**src/rtl/dram_fpm_pkg.sv**
```systemverilog
package dram_fpm_pkg;

    typedef enum logic [2:0] {
        ST_IDLE,    // no row open, row strobe high
        ST_OPEN,    // row open, column strobe high
        ST_ROW,     // row strobe just fell, move to column address
        ST_COL,     // column address on bus, wait for column cycle
        ST_STROBE,  // first cycle with column strobe low
        ST_WAIT,    // wait for data-access minimums
        ST_REF      // row-only refresh cycle
    } fpm_state_e;

    localparam int TM_RAS_FALL = 0;
    localparam int TM_RAS_RISE = 1;
    localparam int TM_CAS_FALL = 2;
    localparam int TM_COUNT    = 3;

    function automatic int ns_to_cycles(input int ns, input int period_ns);
        return (ns + period_ns - 1) / period_ns;
    endfunction

    function automatic int max_of(input int a, input int b);
        return (a > b) ? a : b;
    endfunction

endpackage

```
**src/rtl/dram_fpm_elapsed.sv**
```systemverilog
module dram_fpm_elapsed #(
    parameter int LIMIT = 8,
    parameter int CW    = $clog2(LIMIT + 1)
) (
    input  logic          clk,
    input  logic          rst_n,
    input  logic          restart,
    output logic [CW-1:0] count
);
    localparam logic [CW-1:0] SAT = CW'(LIMIT);

    logic [CW-1:0] cnt_d, cnt_q;

    // Cycles spent since the last restart, counting the current cycle; saturates.
    always_comb begin
        cnt_d = cnt_q;
        if (restart) begin
            cnt_d = CW'(1);
        end else if (cnt_q < SAT) begin
            cnt_d = cnt_q + 1'b1;
        end
    end

    always_ff @(posedge clk or negedge rst_n) begin
        if (!rst_n) begin
            cnt_q <= SAT;
        end else begin
            cnt_q <= cnt_d;
        end
    end

    assign count = cnt_q;

endmodule

```
**src/rtl/dram_fpm_refresh.sv**
```systemverilog
module dram_fpm_refresh #(
    parameter int INTERVAL = 780,
    parameter int ROW_W    = 9
) (
    input  logic             clk,
    input  logic             rst_n,
    input  logic             ack,
    output logic             pend,
    output logic [ROW_W-1:0] row
);
    localparam int TW = (INTERVAL > 2) ? $clog2(INTERVAL) : 1;
    localparam logic [TW-1:0] LAST = TW'(INTERVAL - 1);

    typedef struct packed {
        logic [TW-1:0]    tick;
        logic             pend;
        logic [ROW_W-1:0] row;
    } ref_t;

    ref_t r_d, r_q;
    logic wrap;

    always_comb begin
        r_d  = r_q;
        wrap = (r_q.tick == LAST);
        r_d.tick = wrap ? '0 : r_q.tick + 1'b1;
        r_d.pend = wrap | (r_q.pend & ~ack);
        if (ack) begin
            r_d.row = r_q.row + 1'b1;
        end
    end

    always_ff @(posedge clk or negedge rst_n) begin
        if (!rst_n) begin
            r_q <= '0;
        end else begin
            r_q <= r_d;
        end
    end

    assign pend = r_q.pend;
    assign row  = r_q.row;

    AST_ACK_ONLY_WHEN_DUE: assert property (@(posedge clk) disable iff (!rst_n)
        ack |-> pend);

endmodule

```
**src/rtl/dram_fpm_ctrl.sv**
```systemverilog
module dram_fpm_ctrl
    import dram_fpm_pkg::*;
#(
    parameter int ADDR_W        = 18,
    parameter int DATA_W        = 8,
    parameter int CLK_PERIOD_NS = 20,
    parameter int T_RAC_NS      = 60,
    parameter int T_RC_NS       = 110,
    parameter int T_CAC_NS      = 15,
    parameter int T_PC_NS       = 35,
    parameter int T_RP_NS       = 40,
    parameter int REF_INTERVAL  = 780
) (
    input  logic                clk,
    input  logic                rst_n,
    input  logic                req_valid,
    output logic                req_ready,
    input  logic                req_write,
    input  logic                req_late,
    input  logic [ADDR_W-1:0]   req_addr,
    input  logic [DATA_W-1:0]   req_wdata,
    output logic                rd_valid,
    output logic [DATA_W-1:0]   rd_data,
    output logic                dram_ras_n,
    output logic                dram_cas_n,
    output logic                dram_we_n,
    output logic                dram_oe_n,
    output logic [ADDR_W/2-1:0] dram_addr,
    output logic [DATA_W-1:0]   dram_dq_out,
    output logic                dram_dq_oe,
    input  logic [DATA_W-1:0]   dram_dq_in
);
    localparam int MUX_W = ADDR_W / 2;
    localparam int ROW_W = MUX_W;
    localparam int COL_W = MUX_W;

    localparam int N_RAC = ns_to_cycles(T_RAC_NS, CLK_PERIOD_NS);
    localparam int N_RC  = ns_to_cycles(T_RC_NS,  CLK_PERIOD_NS);
    localparam int N_CAC = ns_to_cycles(T_CAC_NS, CLK_PERIOD_NS);
    localparam int N_PC  = ns_to_cycles(T_PC_NS,  CLK_PERIOD_NS);
    localparam int N_RP  = ns_to_cycles(T_RP_NS,  CLK_PERIOD_NS);
    localparam int N_MAX = max_of(max_of(max_of(N_RAC, N_RC), max_of(N_CAC, N_PC)), N_RP);
    localparam int CW    = $clog2(N_MAX + 1);

    localparam logic [CW-1:0] C_RAC = CW'(N_RAC);
    localparam logic [CW-1:0] C_RC  = CW'(N_RC);
    localparam logic [CW-1:0] C_CAC = CW'(N_CAC);
    localparam logic [CW-1:0] C_PC  = CW'(N_PC);
    localparam logic [CW-1:0] C_RP  = CW'(N_RP);

    typedef struct packed {
        fpm_state_e       st;
        logic             ras_n;
        logic             cas_n;
        logic             we_n;
        logic             oe_n;
        logic [MUX_W-1:0] ma;
        logic [DATA_W-1:0] wdat;
        logic             dq_oe;
        logic [ROW_W-1:0] row;
        logic [COL_W-1:0] col;
        logic             wr;
        logic             late;
        logic             rvalid;
        logic [DATA_W-1:0] rdata;
    } ctl_t;

    localparam ctl_t CTL_RESET = '{st: ST_IDLE, ras_n: 1'b1, cas_n: 1'b1,
                                   we_n: 1'b1, oe_n: 1'b1, default: '0};

    ctl_t r_d, r_q;

    // Elapsed-cycle timers: one per strobe edge that a minimum is measured from.
    logic [TM_COUNT-1:0] tm_restart;
    logic [CW-1:0]       tm_count [TM_COUNT];

    for (genvar g = 0; g < TM_COUNT; g++) begin : g_tm
        dram_fpm_elapsed #(.LIMIT(N_MAX), .CW(CW)) u_tm (
            .clk     (clk),
            .rst_n   (rst_n),
            .restart (tm_restart[g]),
            .count   (tm_count[g])
        );
    end

    logic             ref_pend;
    logic             ref_ack;
    logic [ROW_W-1:0] ref_row;

    dram_fpm_refresh #(.INTERVAL(REF_INTERVAL), .ROW_W(ROW_W)) u_refresh (
        .clk   (clk),
        .rst_n (rst_n),
        .ack   (ref_ack),
        .pend  (ref_pend),
        .row   (ref_row)
    );

    logic [ROW_W-1:0] req_row;
    logic [COL_W-1:0] req_col;
    logic             row_ok;
    logic             page_hit;

    assign req_row = req_addr[ADDR_W-1:COL_W];
    assign req_col = req_addr[COL_W-1:0];

    always_comb begin
        r_d        = r_q;
        r_d.rvalid = 1'b0;
        tm_restart = '0;
        ref_ack    = 1'b0;
        req_ready  = 1'b0;
        row_ok     = (tm_count[TM_RAS_FALL] >= C_RC) && (tm_count[TM_RAS_RISE] >= C_RP);
        page_hit   = (req_row == r_q.row);

        case (r_q.st)
            ST_IDLE: begin
                if (ref_pend) begin
                    if (row_ok) begin
                        r_d.ras_n = 1'b0;
                        r_d.ma    = ref_row;
                        tm_restart[TM_RAS_FALL] = 1'b1;
                        r_d.st    = ST_REF;
                    end
                end else if (row_ok) begin
                    req_ready = 1'b1;
                    if (req_valid) begin
                        r_d.ras_n = 1'b0;
                        r_d.ma    = req_row;
                        r_d.row   = req_row;
                        r_d.col   = req_col;
                        r_d.wr    = req_write;
                        r_d.late  = req_late;
                        r_d.wdat  = req_wdata;
                        tm_restart[TM_RAS_FALL] = 1'b1;
                        r_d.st    = ST_ROW;
                    end
                end
            end
            ST_OPEN: begin
                if (ref_pend || (req_valid && !page_hit)) begin
                    r_d.ras_n = 1'b1;
                    tm_restart[TM_RAS_RISE] = 1'b1;
                    r_d.st    = ST_IDLE;
                end else begin
                    req_ready = 1'b1;
                    if (req_valid) begin
                        r_d.ma    = req_col;
                        r_d.col   = req_col;
                        r_d.wr    = req_write;
                        r_d.late  = req_late;
                        r_d.wdat  = req_wdata;
                        r_d.dq_oe = req_write;
                        r_d.we_n  = !(req_write && !req_late);
                        r_d.st    = ST_COL;
                    end
                end
            end
            ST_ROW: begin
                r_d.ma    = r_q.col;
                r_d.dq_oe = r_q.wr;
                r_d.we_n  = !(r_q.wr && !r_q.late);
                r_d.st    = ST_COL;
            end
            ST_COL: begin
                if (tm_count[TM_CAS_FALL] >= C_PC) begin
                    r_d.cas_n = 1'b0;
                    tm_restart[TM_CAS_FALL] = 1'b1;
                    r_d.st    = ST_STROBE;
                end
            end
            ST_STROBE: begin
                if (!r_q.wr) begin
                    r_d.oe_n = 1'b0;
                end else if (r_q.late) begin
                    r_d.we_n = 1'b0;
                end
                r_d.st = ST_WAIT;
            end
            ST_WAIT: begin
                if ((tm_count[TM_CAS_FALL] >= C_CAC) && (tm_count[TM_RAS_FALL] >= C_RAC)) begin
                    r_d.cas_n = 1'b1;
                    r_d.oe_n  = 1'b1;
                    r_d.we_n  = 1'b1;
                    r_d.dq_oe = 1'b0;
                    if (!r_q.wr) begin
                        r_d.rvalid = 1'b1;
                        r_d.rdata  = dram_dq_in;
                    end
                    r_d.st = ST_OPEN;
                end
            end
            ST_REF: begin
                if (tm_count[TM_RAS_FALL] >= C_RAC) begin
                    r_d.ras_n = 1'b1;
                    tm_restart[TM_RAS_RISE] = 1'b1;
                    ref_ack   = 1'b1;
                    r_d.st    = ST_IDLE;
                end
            end
            default: r_d.st = ST_IDLE;
        endcase
    end

    always_ff @(posedge clk or negedge rst_n) begin
        if (!rst_n) begin
            r_q <= CTL_RESET;
        end else begin
            r_q <= r_d;
        end
    end

    assign dram_ras_n  = r_q.ras_n;
    assign dram_cas_n  = r_q.cas_n;
    assign dram_we_n   = r_q.we_n;
    assign dram_oe_n   = r_q.oe_n;
    assign dram_addr   = r_q.ma;
    assign dram_dq_out = r_q.wdat;
    assign dram_dq_oe  = r_q.dq_oe;
    assign rd_valid    = r_q.rvalid;
    assign rd_data     = r_q.rdata;

    AST_CAS_UNDER_RAS: assert property (@(posedge clk) disable iff (!rst_n)
        !dram_cas_n |-> !dram_ras_n);
    AST_ROW_CYCLE_MIN: assert property (@(posedge clk) disable iff (!rst_n)
        $fell(dram_ras_n) |-> ($past(tm_count[TM_RAS_FALL]) >= C_RC));
    AST_PRECHARGE_MIN: assert property (@(posedge clk) disable iff (!rst_n)
        $fell(dram_ras_n) |-> ($past(tm_count[TM_RAS_RISE]) >= C_RP));
    AST_COLUMN_CYCLE_MIN: assert property (@(posedge clk) disable iff (!rst_n)
        $fell(dram_cas_n) |-> ($past(tm_count[TM_CAS_FALL]) >= C_PC));
    AST_READ_DATA_TIMING: assert property (@(posedge clk) disable iff (!rst_n)
        rd_valid |-> (($past(tm_count[TM_CAS_FALL]) >= C_CAC) && ($past(tm_count[TM_RAS_FALL]) >= C_RAC)));
    AST_RVALID_SINGLE: assert property (@(posedge clk) disable iff (!rst_n)
        rd_valid |=> !rd_valid);
    AST_OE_AFTER_CAS: assert property (@(posedge clk) disable iff (!rst_n)
        $fell(dram_oe_n) |-> ($past(!dram_cas_n) && !dram_cas_n));
    AST_WRITE_KEEPS_OE_HIGH: assert property (@(posedge clk) disable iff (!rst_n)
        !dram_we_n |-> (dram_oe_n && dram_dq_oe));

endmodule

```
**config.mk**
```make
export PLATFORM = sky130hd
export DESIGN_NAME = dram_fpm_ctrl
export DESIGN_NICKNAME = d
export VERILOG_FILES = /design/src/rtl/dram_fpm_pkg.sv /design/src/rtl/dram_fpm_elapsed.sv /design/src/rtl/dram_fpm_refresh.sv /design/src/rtl/dram_fpm_ctrl.sv
export SDC_FILE = /design/constraint.sdc
export NUM_CORES = 1
export LEC_CHECK = 0
export BUFFER_PORTS_ARGS = -buffer_cell sky130_fd_sc_hd__buf_2
export CAP_MARGIN = 10
export CORE_ASPECT_RATIO = 1.25
export CORE_MARGIN = 2
export CORE_UTILIZATION = 55
export CTS_CLUSTER_DIAMETER = 30
export DETAILED_ROUTE_END_ITERATION = 7
export MAX_ROUTING_LAYER = met4
export PLACE_DENSITY = 0.79
export SLEW_MARGIN = 25
export SYNTH_ARGS = -nofsm -noshare
export SYNTH_HDL_FRONTEND = slang
export SYNTH_SLANG_ARGS = --single-unit
export TNS_END_PERCENT = 50
```
**constraint.sdc**
```tcl
create_clock -name clk -period 5.68 [get_ports clk]
set_input_delay 0 -clock clk [delete_from_list [all_inputs] [get_ports clk]]
set_output_delay 0 -clock clk [all_outputs]
set_load 0.05 [all_outputs]
```
[Word-level counts from Yosys, hierarchy flattened]
Index checks and enable logic that the tools add are counted.
Storage, ports and cells
  flip-flop bits (word level): 83
  bits of input ports: 39
Operators by class
  bitwise operators: 5
  reductions and logical operators: 32
  $add $sub $neg: 5
  equality and inequality tests: 22
  $lt $le $gt $ge: 8
  mux-type cells: 63
Operator list (number)
  $mux 11: 5
  $mux 9: 5
  $mux 18: 2
  $mux 17: 2
  $mux 3: 11
  $pmux 9 s3: 1
  $ne 2x2->1 const B: 12
  $pmux 11 s2: 1
  $pmux 3 s7: 1
  $mux 1: 20
  $mux 4: 5
  $reduce_and 6->1: 3
  $pmux 8 s2: 1
  $reduce_bool 2->1: 6
  $add 10x1->10 const B: 1
  $eq 10x10->1 const B: 1
  $mux 10: 1
  $reduce_and 5->1: 2
  $add 3x1->3 const B: 3
  $add 9x1->9 const B: 1
  $eq 3x3->1 const B: 3
  $eq 9x9->1: 1
  $ge 3x2->1 const B: 3
  $lt 3x3->1 const B: 3
  21 further kinds: 41

[Longest topological paths before layout]
  depth in word-level cells: 7
  mapped depth: 8
  gate-level depth less buffers: 7

[Hierarchy]
From an unflattened synthesis, not the netlist that was laid out.
Second synthesis, totals
  cells, all modules: 416
  area total of the unflattened synthesis: 4569.4 µm²
Modules (own cells, without submodules)
  dram_fpm_ctrl: cells each 292, instances 1, area each 3183.1 µm²
  dram_fpm_refresh: cells each 85, instances 1, area each 950.9 µm²
  dram_fpm_elapsed: cells each 13, instances 3, area each 145.1 µm²

[Least setup slack after synthesis]
OpenSTA, ideal clock, no wires.
  kind: register to output
  start point: register r_q[26] in the netlist's numbering
  end point: output port req_ready
  cell stages (with the launch flop): 6
  arrival time: 2221 ps
  slack: 3459 ps
  cell sequence: dfrtp_1 xor2_1 nor4_2 a31o_2 a21oi_1 nor3_1
On the way
  word-level cells in the longest chain between the ends: 6
RTL lines
  start: declaration: line dram_fpm_ctrl.sv:71  | ctl_t r_d, r_q;
  start signal: assignment: line dram_fpm_ctrl.sv:208  | r_q <= r_d;
  $eq 9x9->1: line dram_fpm_ctrl.sv:113  | page_hit = (req_row == r_q.row);
  $logic_not 1->1: line dram_fpm_ctrl.sv:140  | if (ref_pend || (req_valid && !page_hit)) begin
  $logic_and 1x1->1: line dram_fpm_ctrl.sv:140
  $logic_or 1x1->1: line dram_fpm_ctrl.sv:140
  $mux 1: line dram_fpm_ctrl.sv:140
  $pmux 1 s2: line dram_fpm_ctrl.sv:115  | case (r_q.st)
  end: declaration: line dram_fpm_ctrl.sv:17  | output logic req_ready,
Every way passes these cells.

[Final worst setup path]
  start point: register u_refresh.r_q (netlist bit u_refresh.pend)
  end point: register r_q (netlist bit dram_dq_out[3])
On the way
  word-level cells in the longest chain between the ends: 3
  elaborated cells between the ends (all ways): 4
  classes of those cells: 2 x eq/ne; 2 x reduce/logical
RTL lines
  start: declaration: line dram_fpm_refresh.sv:20  | ref_t r_d, r_q;
  start signal: assignment: line dram_fpm_refresh.sv:37  | r_q <= r_d;
  $logic_or 1x1->1: line dram_fpm_ctrl.sv:140
  $ne 2x2->1 (no source line)
  $reduce_and 6->1 (no source line) (*)
Every way passes the cells marked *; elsewhere a longest branch is shown, timed or not.
A chain may end at the register's enable or synchronous reset.

==> impl_metrics.sql <==
INSERT INTO impl_metrics (metric_group, metric, value, unit) VALUES
('run_status', 'run_status', 'finished, final reports clean', ''),
('power_and_ir_drop', 'clockPowerShare', '15.2', '%'),
('logic_synthesis', 'ys_seq_area_share', '48.6', '%'),
('finish', 'finalNetCount', '495', ''),
('logic_synthesis', 'syn_area_per_cell', '11.7', 'um2'),
('die', 'pin_count', '71', ''),
('logic_synthesis', 'synthDistinctLibCells', '60', ''),
('logic_synthesis', 'syn-cell-area', '0.00430', 'mm2'),
('finish', 'ff_latch_area', '0.00209', 'mm2'),
('setup_path', 'crit_path_end', 'dram_dq_out[3]', ''),
('drt', 'postRouteWirelength', '8650', 'um'),
('drt', 'post-route-drc-count', '0', ''),
('logic_synthesis', 'number_of_synthesized_flops_with_an_enable_pin', '0', ''),
('clock_network', 'cts_repair_resize_count', '0', ''),
('timing', 'fmax', '402', 'MHz'),
('setup_path', 'critical_path.endpoint_type', 'flip-flop', ''),
('min_path', 'timing.hold.worst.class', 'input pin to flip-flop', ''),
('timing', 'totalNegativeSetupSlack', '0', 'ps'),
('logic_synthesis', 'synth.area.top_cells', 'sky130_fd_sc_hd__dfrtp_1 42%, sky130_fd_sc_hd__mux2_2 9.4%, sky130_fd_sc_hd__dfstp_2 6.1%', ''),
('logic_synthesis', 'post-synth-top-area-cell', 'sky130_fd_sc_hd__dfrtp_1', ''),
('finish', 'proportion_of_layout_cells_with_a_drive_suffix_above_1', '34.4', '%'),
('drt', 'routed_wirelength_normalized_by_instance_count', '15.8', 'um'),
('timing', 'min_period_over_period', '43.8', '%'),
('clock_network', 'clkSlewWorstSetupHoldPaths', '90', 'ps'),
('setup_path', 'critical_path_required', '5930', 'ps'),
('finish', 'area.growth.synth_to_final', '18.0', '%'),
('timing', 'final_hold_violating_endpoints', '0', ''),
('finish', 'multi_input_comb_area', '0.00191', 'mm2'),
('drt', 'first_iter_violations', '184', ''),
('die', 'initial_core_util', '55.8', '%'),
('drt', 'drtPass1Iterations', '4', ''),
('place', 'dpl_cell_area', '0.00450', 'mm2'),
('power_and_ir_drop', 'share_seq_of_total_power', '37.0', '%'),
('power_and_ir_drop', 'p_switching', '0.00123', 'W'),
('setup_path', 'cell_chain_critical_path', 'nor4_2, a41oi_2, nor2_4, mux2_2', ''),
('power_and_ir_drop', 'ir_worst_vdd', '0.396', 'mV'),
('grt', 'grt-ovfl-total', '0', ''),
('die', 'floorplan.rows', '36', ''),
('setup_path', 'reg2reg_from', 'u_refresh.pend', ''),
('power_and_ir_drop', 'power', '0.00284', 'W'),
('grt', 'first_global_vias', '3047', ''),
('grt', 'grt_start_max_net_pins', '84', ''),
('timing', 'final.min_clock_period', '2490', 'ps'),
('grt', 'track_usage', '22.0', '%'),
('clock_network', 'numClockSinks', '83', ''),
('power_and_ir_drop', 'p_leak', '2.31', 'nW'),
('setup_path', 'worst_setup_path_start_kind', 'flip-flop', ''),
('grt', 'antenna_found_initial', '0', ''),
('clock_network', 'max-clock-path-buffers', '2', ''),
('timing', 'setup_viol', '0', ''),
('clock_network', 'cts-buffers-inserted', '9', ''),
('logic_synthesis', 'synthArstFlopShare', '100', '%'),
('setup_path', 'cp_slowest_cell', 'sky130_fd_sc_hd__dfrtp_1', ''),
('power_and_ir_drop', 'share_comb_of_total_power', '47.8', '%'),
('timing', 'timing_max_transition_violations_final', '0', ''),
('timing', 'slew_headroom', '34.9', '%'),
('place', 'gp_routability_congestion', '0.827', ''),
('setup_path', 'worstPathMaxFanout', '19', ''),
('die', 'fp.dieArea', '0.00855', 'mm2'),
('clock_network', 'root_buffer', 'sky130_fd_sc_hd__clkbuf_8', ''),
('logic_synthesis', 'postSynth.topFlopCell', 'sky130_fd_sc_hd__dfrtp_1', ''),
('power_and_ir_drop', 'sw_frac_of_total', '43.4', '%'),
('setup_path', 'timing.critical_path.from', 'u_refresh.pend', ''),
('power_and_ir_drop', 'power.density_cell_area', '560', 'mW/mm2'),
('min_path', 'hp-start', 'req_valid', ''),
('clock_network', 'clock_latency', '360', 'ps'),
('finish', 'post-route-cell-area', '0.00507', 'mm2'),
('setup_path', 'reg2reg_setup_slack', '3190', 'ps'),
('place', 'post-dp-hpwl', '5880', 'um'),
('finish', 'nFillCells', '568', ''),
('clock_network', 'cts_max_level', '3', '');
## worst max-delay path: cells and delay by family (launching register included)
family	cells	cell delay [ps]
compound gates	1	240
mux	1	410
simple gates	2	1100
flops	1	630
## how the worst min path moves through the flow
stage	end	slack (ps)	depth (start not counted)
CTS	dram_we_n	180	3
detailed placement	rd_data[0]	240	2
floorplan	dram_addr[0]	-300	0
global placement	rd_data[6]	230	1
global route	dram_we_n	220	3
finish	dram_we_n	200	3
## kinds of logic after synthesis
family,count (synthesis),share of synthesized area [%]
compound gates,57,9.54
xor+xnor,25,5.09
fa+ha+maj,8,2.27
buf+inv,44,6.92
flops,83,48.6
mux,56,15.2
simple gates,96,12.4
## Yosys cell counts, drive strengths merged (2+ instances only)
library cell	n
a21o	3
buf	29
nand3	11
a21oi	21
or2	2
xnor2	13
mux2i	10
nand4	3
inv	6
o31ai	2
o22a	9
nand2	16
nor2b	4
dfstp	10
o211ai	2
ha	7
nor4	3
nor3	3
dfrtp	73
and3	5
o21ai	8
and4	2
mux2	46
nand2b	5
nor2	33
a31oi	2
and2b	2
xor2	12
a41oi	2
clkbuf	9
## metrics by stage
step,hold WS (ps),utilization [%],worst slack (ps),cells
5_1_grt,220,65.9,3040,549
3_5_place_dp,235,58.4,3210,496
3_3_place_gp,228,58.4,3290,496
6_report,203,65.9,3190,549
2_1_floorplan,-296,-,3460,369
4_1_cts,183,65.8,3190,549
## cells in the final DEF (no fill, tap or decap), drive strengths merged, types with 4 or more instances in the layout
cell / netlist / final
clkinv: 0 / 4
dfstp: 10 / 10
and3: 5 / 5
nor2: 33 / 33
ha: 7 / 7
o21ai: 8 / 8
nand3: 11 / 11
a21oi: 21 / 21
dfrtp: 73 / 73
nand2b: 5 / 5
nor2b: 4 / 4
mux2i: 10 / 10
xor2: 12 / 12
inv: 6 / 6
buf: 29 / 70
o22a: 9 / 9
xnor2: 13 / 13
dlygate4sd3: 0 / 37
nand2: 16 / 16
mux2: 46 / 46
clkbuf: 9 / 10
## final cells by class
type                       instances  share of cell area [%]
clock buffer                      10                    2.71
sequential                        83                    41.2
tap                               95                    2.34
multi-input combinational        242                    37.7
clock inverter                     6                    1.28
timing repair buffer             107                    14.3
inverter                           6                   0.444
## metal layers
| metal | GRT usage [%] | part of all wire (%) |
|---|---|---|
| met1 | 25.7 | 42 |
| met2 | 37.7 | 52 |
| met3 | 4.56 | 3.9 |
| met4 | 8.83 | 1.7 |
| met5 | - | 0 |
## registers in the layout (all words and copies together), names as in the netlist
| name | cells |
|---|---|
| dram_oe_n | 1 |
| u_refresh.r_q | 10 |
| rd_data | 8 |
| dram_dq_out | 8 |
| r_q | 23 |
| dram_ras_n | 1 |
| u_refresh.row | 9 |
| dram_we_n | 1 |
| u_refresh.pend | 1 |
| dram_dq_oe | 1 |
| rd_valid | 1 |
| dram_addr | 9 |
| g_tm.u_tm.count | 9 |
| dram_cas_n | 1 |
## power by group through the flow
stage	sequential (W)	clock, W	combinational, W
global route	0.00109	0.000464	0.00147
CTS	0.00105	0.000441	0.00137
global placement	0.00104	0	0.00130
finish	0.00105	0.000432	0.00136
detailed placement	0.00106	0	0.00134
floorplan	0.00104	0	0.00122
## what timing repair did
item                                    CTS  global route
hold buffers                             37             0
setup buffers                             0             0
endpoints found under the setup margin    0             0
hold endpoints to repair                109             0
(Power assumes the default switching activity.)
